<file path="src/rtl/serial_vote_rx_pkg.sv">
package serial_vote_rx_pkg;

   typedef enum logic [1:0] {
      RX_IDLE  = 2'd0,
      RX_START = 2'd1,
      RX_DATA  = 2'd2,
      RX_STOP  = 2'd3
   } rx_state_e;

endpackage

</file>
<file path="src/rtl/svr_sync.sv">
module svr_sync #(
   parameter int STAGES = 2
) (
   input  logic clk,
   input  logic rst,
   input  logic din,
   output logic dout
);
   logic [STAGES-1:0] chain_q;

   // Reset to the idle (high) level so no false start follows reset.
   always_ff @(posedge clk) begin
      if (rst) chain_q <= '1;
      else     chain_q <= {chain_q[STAGES-2:0], din};
   end

   assign dout = chain_q[STAGES-1];
endmodule

</file>
<file path="src/rtl/svr_bit_timer.sv">
module svr_bit_timer #(
   parameter int OSR     = 16,
   parameter int VOTE_LO = 7,
   parameter int VOTE_N  = 3
) (
   input  logic clk,
   input  logic rst,
   input  logic restart,   // start edge seen: this tick was sample 0
   input  logic advance,   // enabled tick while a frame is active
   input  logic line,
   output logic bit_end,
   output logic bit_val
);
   localparam int CNT_W = (OSR > 1) ? $clog2(OSR) : 1;
   localparam logic [CNT_W-1:0] LAST   = CNT_W'(OSR - 1);
   localparam logic [CNT_W-1:0] WIN_LO = CNT_W'(VOTE_LO);
   localparam logic [CNT_W-1:0] WIN_HI = CNT_W'(VOTE_LO + VOTE_N - 1);

   logic [CNT_W-1:0] cnt_q;
   logic             in_win;

   assign in_win  = (cnt_q >= WIN_LO) && (cnt_q <= WIN_HI);
   assign bit_end = advance && (cnt_q == LAST);

   always_ff @(posedge clk) begin
      if (rst)          cnt_q <= '0;
      else if (restart) cnt_q <= CNT_W'(1);
      else if (advance) cnt_q <= (cnt_q == LAST) ? '0 : cnt_q + 1'b1;
   end

   generate
      if (VOTE_N == 1) begin : g_single
         logic smp_q;
         always_ff @(posedge clk) begin
            if (rst)                    smp_q <= 1'b1;
            else if (advance && in_win) smp_q <= line;
         end
         assign bit_val = smp_q;
      end else begin : g_major
         localparam int ONES_W = $clog2(VOTE_N + 1);
         localparam logic [ONES_W-1:0] HALF = ONES_W'(VOTE_N / 2);
         logic [ONES_W-1:0] ones_q;
         always_ff @(posedge clk) begin
            if (rst || restart) ones_q <= '0;
            else if (advance) begin
               if (in_win)              ones_q <= ones_q + ONES_W'(line);
               else if (cnt_q == LAST)  ones_q <= '0;
            end
         end
         assign bit_val = (ones_q > HALF);
      end
   endgenerate
endmodule

</file>
<file path="src/rtl/svr_frame_ctrl.sv">
module svr_frame_ctrl
   import serial_vote_rx_pkg::*;
#(
   parameter int DATA_W = 8
) (
   input  logic              clk,
   input  logic              rst,
   input  logic              step,      // enabled tick
   input  logic              line,
   input  logic              bit_end,
   input  logic              bit_val,
   output logic              start_seen,
   output logic              active,
   output logic [DATA_W-1:0] byte_q,
   output logic              valid_q,
   output logic              ferr_q
);
   localparam int BC_W = (DATA_W > 1) ? $clog2(DATA_W) : 1;
   localparam logic [BC_W-1:0] BC_LAST = BC_W'(DATA_W - 1);

   rx_state_e         state_q;
   logic              prev_q;
   logic [BC_W-1:0]   bcnt_q;
   logic [DATA_W-1:0] shift_q;

   assign start_seen = step && (state_q == RX_IDLE) && prev_q && !line;
   assign active     = (state_q != RX_IDLE);

   always_ff @(posedge clk) begin
      if (rst) begin
         state_q <= RX_IDLE;
         prev_q  <= 1'b1;
         bcnt_q  <= '0;
         shift_q <= '0;
         byte_q  <= '0;
         valid_q <= 1'b0;
         ferr_q  <= 1'b0;
      end else begin
         valid_q <= 1'b0;
         ferr_q  <= 1'b0;
         if (step) begin
            prev_q <= line;
            unique case (state_q)
               RX_IDLE: begin
                  if (prev_q && !line) state_q <= RX_START;
               end
               RX_START: begin
                  if (bit_end) begin
                     bcnt_q  <= '0;
                     state_q <= bit_val ? RX_IDLE : RX_DATA;
                  end
               end
               RX_DATA: begin
                  if (bit_end) begin
                     shift_q <= {bit_val, shift_q[DATA_W-1:1]};
                     if (bcnt_q == BC_LAST) state_q <= RX_STOP;
                     else                   bcnt_q  <= bcnt_q + 1'b1;
                  end
               end
               RX_STOP: begin
                  if (bit_end) begin
                     state_q <= RX_IDLE;
                     if (bit_val) begin
                        byte_q  <= shift_q;
                        valid_q <= 1'b1;
                     end else begin
                        ferr_q  <= 1'b1;
                     end
                  end
               end
               default: state_q <= RX_IDLE;
            endcase
         end
      end
   end
endmodule

</file>
<file path="src/rtl/serial_vote_rx.sv">
module serial_vote_rx #(
   parameter int DATA_W      = 8,
   parameter int OSR         = 16,
   parameter int VOTE_LO     = 7,
   parameter int VOTE_N      = 3,
   parameter int SYNC_STAGES = 2
) (
   input  logic              clk,
   input  logic              rst,
   input  logic              rx_en,
   input  logic              sample_tick,
   input  logic              rx_line,
   output logic [DATA_W-1:0] rx_byte,
   output logic              rx_valid,
   output logic              rx_busy,
   output logic              frame_err
);
   generate
      if (DATA_W < 2) begin : g_bad_width
         $error("serial_vote_rx: DATA_W must be at least 2");
      end
      if (OSR < 4) begin : g_bad_osr
         $error("serial_vote_rx: OSR must be at least 4");
      end
      if ((VOTE_N % 2) == 0 || VOTE_N < 1) begin : g_bad_vote
         $error("serial_vote_rx: VOTE_N must be odd and positive");
      end
      if (VOTE_LO < 1 || VOTE_LO + VOTE_N > OSR - 1) begin : g_bad_window
         $error("serial_vote_rx: vote window must lie inside samples 1..OSR-2");
      end
      if (SYNC_STAGES < 2) begin : g_bad_sync
         $error("serial_vote_rx: SYNC_STAGES must be at least 2");
      end
   endgenerate

   logic line_s;
   logic step;
   logic start_seen;
   logic active;
   logic bit_end;
   logic bit_val;

   assign step = rx_en && sample_tick;

   svr_sync #(.STAGES(SYNC_STAGES)) sync_i (
      .clk  (clk),
      .rst  (rst),
      .din  (rx_line),
      .dout (line_s)
   );

   svr_bit_timer #(.OSR(OSR), .VOTE_LO(VOTE_LO), .VOTE_N(VOTE_N)) timer_i (
      .clk     (clk),
      .rst     (rst),
      .restart (start_seen),
      .advance (step && active),
      .line    (line_s),
      .bit_end (bit_end),
      .bit_val (bit_val)
   );

   svr_frame_ctrl #(.DATA_W(DATA_W)) ctrl_i (
      .clk        (clk),
      .rst        (rst),
      .step       (step),
      .line       (line_s),
      .bit_end    (bit_end),
      .bit_val    (bit_val),
      .start_seen (start_seen),
      .active     (active),
      .byte_q     (rx_byte),
      .valid_q    (rx_valid),
      .ferr_q     (frame_err)
   );

   assign rx_busy = active;
endmodule

</file>
<file path="config.mk">
export PLATFORM = sky130hd
export DESIGN_NAME = serial_vote_rx
export DESIGN_NICKNAME = d
export VERILOG_FILES = /design/src/rtl/serial_vote_rx_pkg.sv /design/src/rtl/svr_sync.sv /design/src/rtl/svr_bit_timer.sv /design/src/rtl/svr_frame_ctrl.sv /design/src/rtl/serial_vote_rx.sv
export SDC_FILE = /design/constraint.sdc
export NUM_CORES = 1
export LEC_CHECK = 0
export CAP_MARGIN = 15
export CELL_PAD_IN_SITES_DETAIL_PLACEMENT = 1
export CELL_PAD_IN_SITES_GLOBAL_PLACEMENT = 1
export CORE_UTILIZATION = 40
export DETAILED_ROUTE_END_ITERATION = 6
export PLACE_DENSITY_LB_ADDON = 0.1
export SKIP_CTS_REPAIR_TIMING = 1
export SLEW_MARGIN = 20
export SYNTH_ARGS = -nofsm -noshare
export SYNTH_HDL_FRONTEND = slang
export SYNTH_SLANG_ARGS = --single-unit
</file>
<file path="constraint.sdc">
create_clock -name clk -period 3.9 [get_ports clk]
set_input_delay 0.585 -clock clk [delete_from_list [all_inputs] [get_ports clk]]
set_output_delay 0.585 -clock clk [all_outputs]
set_load 0.05 [all_outputs]
</file>
After elaboration in Yosys (flattened, before gate mapping)

Index checks and enable logic that the tools add are counted.

Bits in registers: 32
Input bits: 5
Output and inout bits: 11
Word-level logic and storage cells: 71

Mux-type cells: 18
Reductions and logical operators: 22
$lt $le $gt $ge: 3
Add/subtract/negate cells: 3
Equal/unequal tests: 11
Bitwise logic cells: 3

Operators by type and width:

| operator              | number |
|---|---|
| $mux W2               | 8 |
| $ne A2 B2 Y1 const B  | 5 |
| $mux W3               | 3 |
| $logic_and A1 B1 Y1   | 8 |
| $pmux W2 S4           | 1 |
| $reduce_bool A2 Y1    | 4 |
| $pmux W3 S2           | 1 |
| $reduce_and A6 Y1     | 1 |
| $reduce_and A5 Y1     | 1 |
| $add A4 B1 Y4 const B | 1 |
| $eq A2 B2 Y1 const B  | 2 |
| $eq A4 B4 Y1 const B  | 1 |
| $ge A4 B3 Y1 const B  | 1 |
| $le A4 B4 Y1 const B  | 1 |
| $mux W1               | 4 |
| $mux W4               | 1 |
| $reduce_and A4 Y1     | 1 |
| $reduce_or A4 Y1      | 1 |
| $add A3 B1 Y3 const B | 1 |
| $eq A3 B3 Y1 const B  | 1 |
| $not A1 Y1            | 3 |
| $reduce_and A3 Y1     | 1 |
| $add A2 B1 Y2         | 1 |
| $eq A2 B1 Y1 const B  | 1 |
| 7 further kinds       | 7 |

Longest topological paths before layout

Depth in word-level cells: 5
Gate-level depth with buffers: 6
Depth with buffers taken out: 6

Cells and area by module

Synthesis repeated with hierarchy kept, for this count alone.

Cells, all modules: 155
Area total of the unflattened synthesis: 1,470.2 µm²

Modules (own cells, without submodules):

| module         | area each (µm²) | seq. area each (µm²) | cells an instance | times used |
|---|---|---|---|---|
| svr_frame_ctrl | 1,048.5         | 480.5                | 103               | 1 |
| svr_bit_timer  | 356.6           | 120.1                | 46                | 1 |
| svr_sync       | 52.6            | 40.0                 | 4                 | 1 |
| serial_vote_rx | 12.5            | 0.0                  | 2                 | 1 |

Worst setup path after synthesis

OpenSTA, ideal clock, no wires.

Path kind: register to register
Start point: register timer_i.cnt_q[0]
End point: register ctrl_i.byte_q[0]
Arrival: 1.454 ns
Setup slack: 2.318 ns
Data required time: 3.772 ns
Buffers on the path: 0
Cell stages (with the launch flop): 6
Library setup time: 0.128 ns
Clock period less this slack: 1.582 ns
Cell sequence: dfxtp_1 ha_1 nand3_4 nor3_4 mux2i_1 nor2_1

Longest elaborated chain between the ends: 3

RTL lines:

| element                            | RTL line             | RTL |
|---|---|---|
| start, declared                    | svr_bit_timer.sv:19  | `logic [CNT_W-1:0] cnt_q;` |
| start signal, assigned             | svr_bit_timer.sv:28  | `else if (advance) cnt_q <= (cnt_q == LAST) ? '0 : cnt_q + 1'b1;` |
| $eq A4 B4 Y1                       | svr_bit_timer.sv:23  | `assign bit_end = advance && (cnt_q == LAST);` |
| $logic_and A1 B1 Y1                | svr_bit_timer.sv:23  |  |
| $reduce_and A4 Y1 (no source line) | n/a                  |  |
| end signal, assigned               | svr_frame_ctrl.sv:64 | `byte_q <= shift_q;` |
| end, declared                      | svr_frame_ctrl.sv:14 | `output logic [DATA_W-1:0] byte_q,` |

Every way passes these cells.
A chain may end at the register's enable or synchronous reset.

==> results.cfg <==
[worst_setup_path]
startpoint_type = flip-flop
endpoint_kind = primary output
crit-reg2reg-launch = timer_i.cnt_q[0]
critPathArrivalTime_ns = 1.94
reg2reg_depth = 5
critPathMaxFanout = 12
criticalPathCategory = reg -> out
rr_endpoint = ctrl_i.byte_q[4]
regToRegSetupSlack_ns = 2.00
critical_path_required_ns = 3.31

[power_and_ir_drop]
comb_power_share = 0.034
leakagePower_uw = 0.0006092
sequentialPowerShare = 0.634
power.internal_uw = 402.2
design_power_total_uw = 520.4
proportion_of_power_drawn_by_the_clock_network = 0.332
switching_share = 0.2271
total_switching_power_uw = 118.2
power_density_nw_per_um2 = 314.6
peakVddDrop_mv = 0.1861

[timing]
final_period_minus_worst_setup_slack_ns = 2.526
rsz0062_at_grt = no
fin_crit_sh = 0.6478
fin_setup_tns_ns = 0
worst_pin_slew_ns = 0.9551
setup_viol = 0
fin_skew_ns = 0.008004
clock.fmax_ghz = 0.3958
timing.final.hold_violations = 0
maxSlewHeadroom = 0.3613
finalMaxSlewViolations = 0

[cts]
cts_buffers = 5
clock-root-buffer = sky130_fd_sc_hd__clkbuf_4
h_tree_level_count = 2
worst_skew_pair.late_latency_ns = 0.33
numClockSinks = 32
tritoncts = done
clk_transition_reported_paths_ns = 0.10
cts_buffer_depth = 2

[synth]
syn_avg_cell_area_um2 = 9.746
synth_top_area_cell = sky130_fd_sc_hd__dfxtp_1
mappedNetlistNets = 158
synth-seq-area-share = 0.4472
synth_cells = 147
synth_top_cell_area_share = 0.4472
ys_warn_count = 0
yosys-top-cells-area = sky130_fd_sc_hd__dfxtp_1 45%, sky130_fd_sc_hd__mux2i_1 11%, sky130_fd_sc_hd__nor2_1 5.5%
syn_area_um2 = 1433
ys_seq_elements = 32
yosys.cell_types.count = 37

[hold_path]
min-delay-path-class = reg -> reg
worst_hold_path.num_cells = 1
min_to = sync_i.chain_q[1]
min_delay_src = sync_i.chain_q[0]

[global_routing]
grt.total_usage = 0.1690
grt_pass1_wl_um = 4533
globalRouteOverflowTotal = 0
grt_max_degree = 29
via_count_of_the_first_global_routing_pass = 984
antenna_found_initial = 0

[route]
drt_pass1_iterations = 5
avgRoutedWirePerCell_um = 13.81
via_per_instance_ratio = 5.254
drc = 0
wl_met2_um = 1410
met1Wirelength_um = 1328
top_signal_layer_used = met4
drt.antenna.violating_nets = 0
wl_met3_um = 97
dr_total_vias = 1098
drt_iter0_drc = 45
detail_route.wirelength_um = 2886

[die]
initial_core_util = 0.4227
die_width_um = 61.85
die_area_um2 = 3825
ioPinCount = 16
coreArea_um2 = 3390
die_height_um = 61.85
floorplan.rows = 21

[run]
maxCapViolations = 0

[finish]
most-common-layout-cells = 32 x sky130_fd_sc_hd__dfxtp_1, 21 x sky130_fd_sc_hd__nor2_1, 16 x sky130_fd_sc_hd__mux2i_1, 15 x sky130_fd_sc_hd__clkdlybuf4s50_1, 11 x sky130_fd_sc_hd__nand2_1
layout-area-overhead-vs-synth_pct = 15.46
n_antenna_cell = 0
drive_gt1_frac = 0.1104
layout_commonest_cell = sky130_fd_sc_hd__dfxtp_1
design.final.nets = 174

[placement]
routabilityCongestion = 0.8582
io_buffer_count = 15
hpwlAfterDp_um = 2120

[run_status]
result_of_the_run = finished, final reports clean
stage by stage:
stage          utilization  area, µm²  instances  setup WS (ns)  hold slack, ns
6_report            0.4880       1654        209          1.374          0.4199
5_1_grt             0.4880       1654        209          1.285          0.4350
4_1_cts             0.4880       1654        209          1.364          0.4244
3_5_place_dp        0.4743       1608        202          1.597          0.4203
3_3_place_gp        0.4743       1608        202          1.663          0.3943
2_1_floorplan            -       1433        147          2.318          0.3895
layout make-up:
| class | instances | area (µm²) |
|---|---|---|
| Clock buffer | 6 | 41.29 |
| Tap cell | 46 | 57.56 |
| Timing Repair Buffer | 15 | 150.1 |
| Multi-Input combinational cell | 105 | 744.5 |
| Inverter | 4 | 15.01 |
| Fill cell | 386 | 1735 |
| Sequential cell | 32 | 640.6 |
| Clock inverter | 1 | 5.005 |
critical path: stages (launching register included):
cell                              delay [ns]
sky130_fd_sc_hd__dfxtp_1                0.60
sky130_fd_sc_hd__or2_2                  0.20
sky130_fd_sc_hd__clkdlybuf4s50_1        0.80
Yosys cell counts (all sizes together):
master	n
a31oi	1
nand3b	1
nand3	5
nand2b	3
nor3	3
o21ai	3
dfxtp	32
or2	3
a41oi	1
nand2	11
o22ai	1
o211ai	1
inv	4
a21bo	1
a2111oi	1
ha	6
mux2i	16
a21oi	9
nor2b	1
and4	1
and2	1
a311oi	1
nor4b	2
or3	4
nor3b	2
nor4	1
xor2	1
buf	3
clkbuf	3
a21o	1
o211a	1
and3	2
nor2	21
sequential cells by signal, summed over array words and instances, names as in the netlist, 2 cells and up, named ones only:
name / count
sync_i.chain_q: 2
timer_i.g_major.ones_q: 2
ctrl_i.byte_q: 8
ctrl_i.shift_q: 8
ctrl_i.bcnt_q: 3
timer_i.cnt_q: 4
worst max path at each step:
stage	slack, ns	from	cells after the start	endpoint
final	1.37	flip-flop	2	rx_busy
after detailed placement	1.60	sample_tick	5	ctrl_i.byte_q[4]
after global placement	1.66	rx_en	5	ctrl_i.byte_q[4]
after CTS	1.36	flip-flop	2	rx_busy
after global routing	1.29	flip-flop	2	rx_busy
after floorplan	2.32	timer_i.cnt_q[0]	5	ctrl_i.byte_q[0]
layer usage:
metal / vias up / GRT usage
met3: 8 / 0.04969
met2: 22 / 0.2734
met4: 0 / 0.08571
li1: 545 / -
met5: - / 0
met1: 523 / 0.2043
power groups by stage:
stage / registers [µW] / logic [µW] / clock network, µW
2_1_floorplan: 337 / 11.1 / 0
3_3_place_gp: 338 / 17.1 / 0
3_5_place_dp: 338 / 17.8 / 0
4_1_cts: 330 / 18.0 / 178
5_1_grt: 330 / 19.8 / 196
6_report: 330 / 17.8 / 173
cell families after synthesis:
kind of cell,Yosys count,synth area share
flops,32,0.4472
simple gates,61,0.2480
buf+inv,10,0.03318
mux,16,0.1118
compound gates,21,0.1013
fa+ha+maj,6,0.05240
xor+xnor,1,0.006115
(Power assumes the default switching activity.)
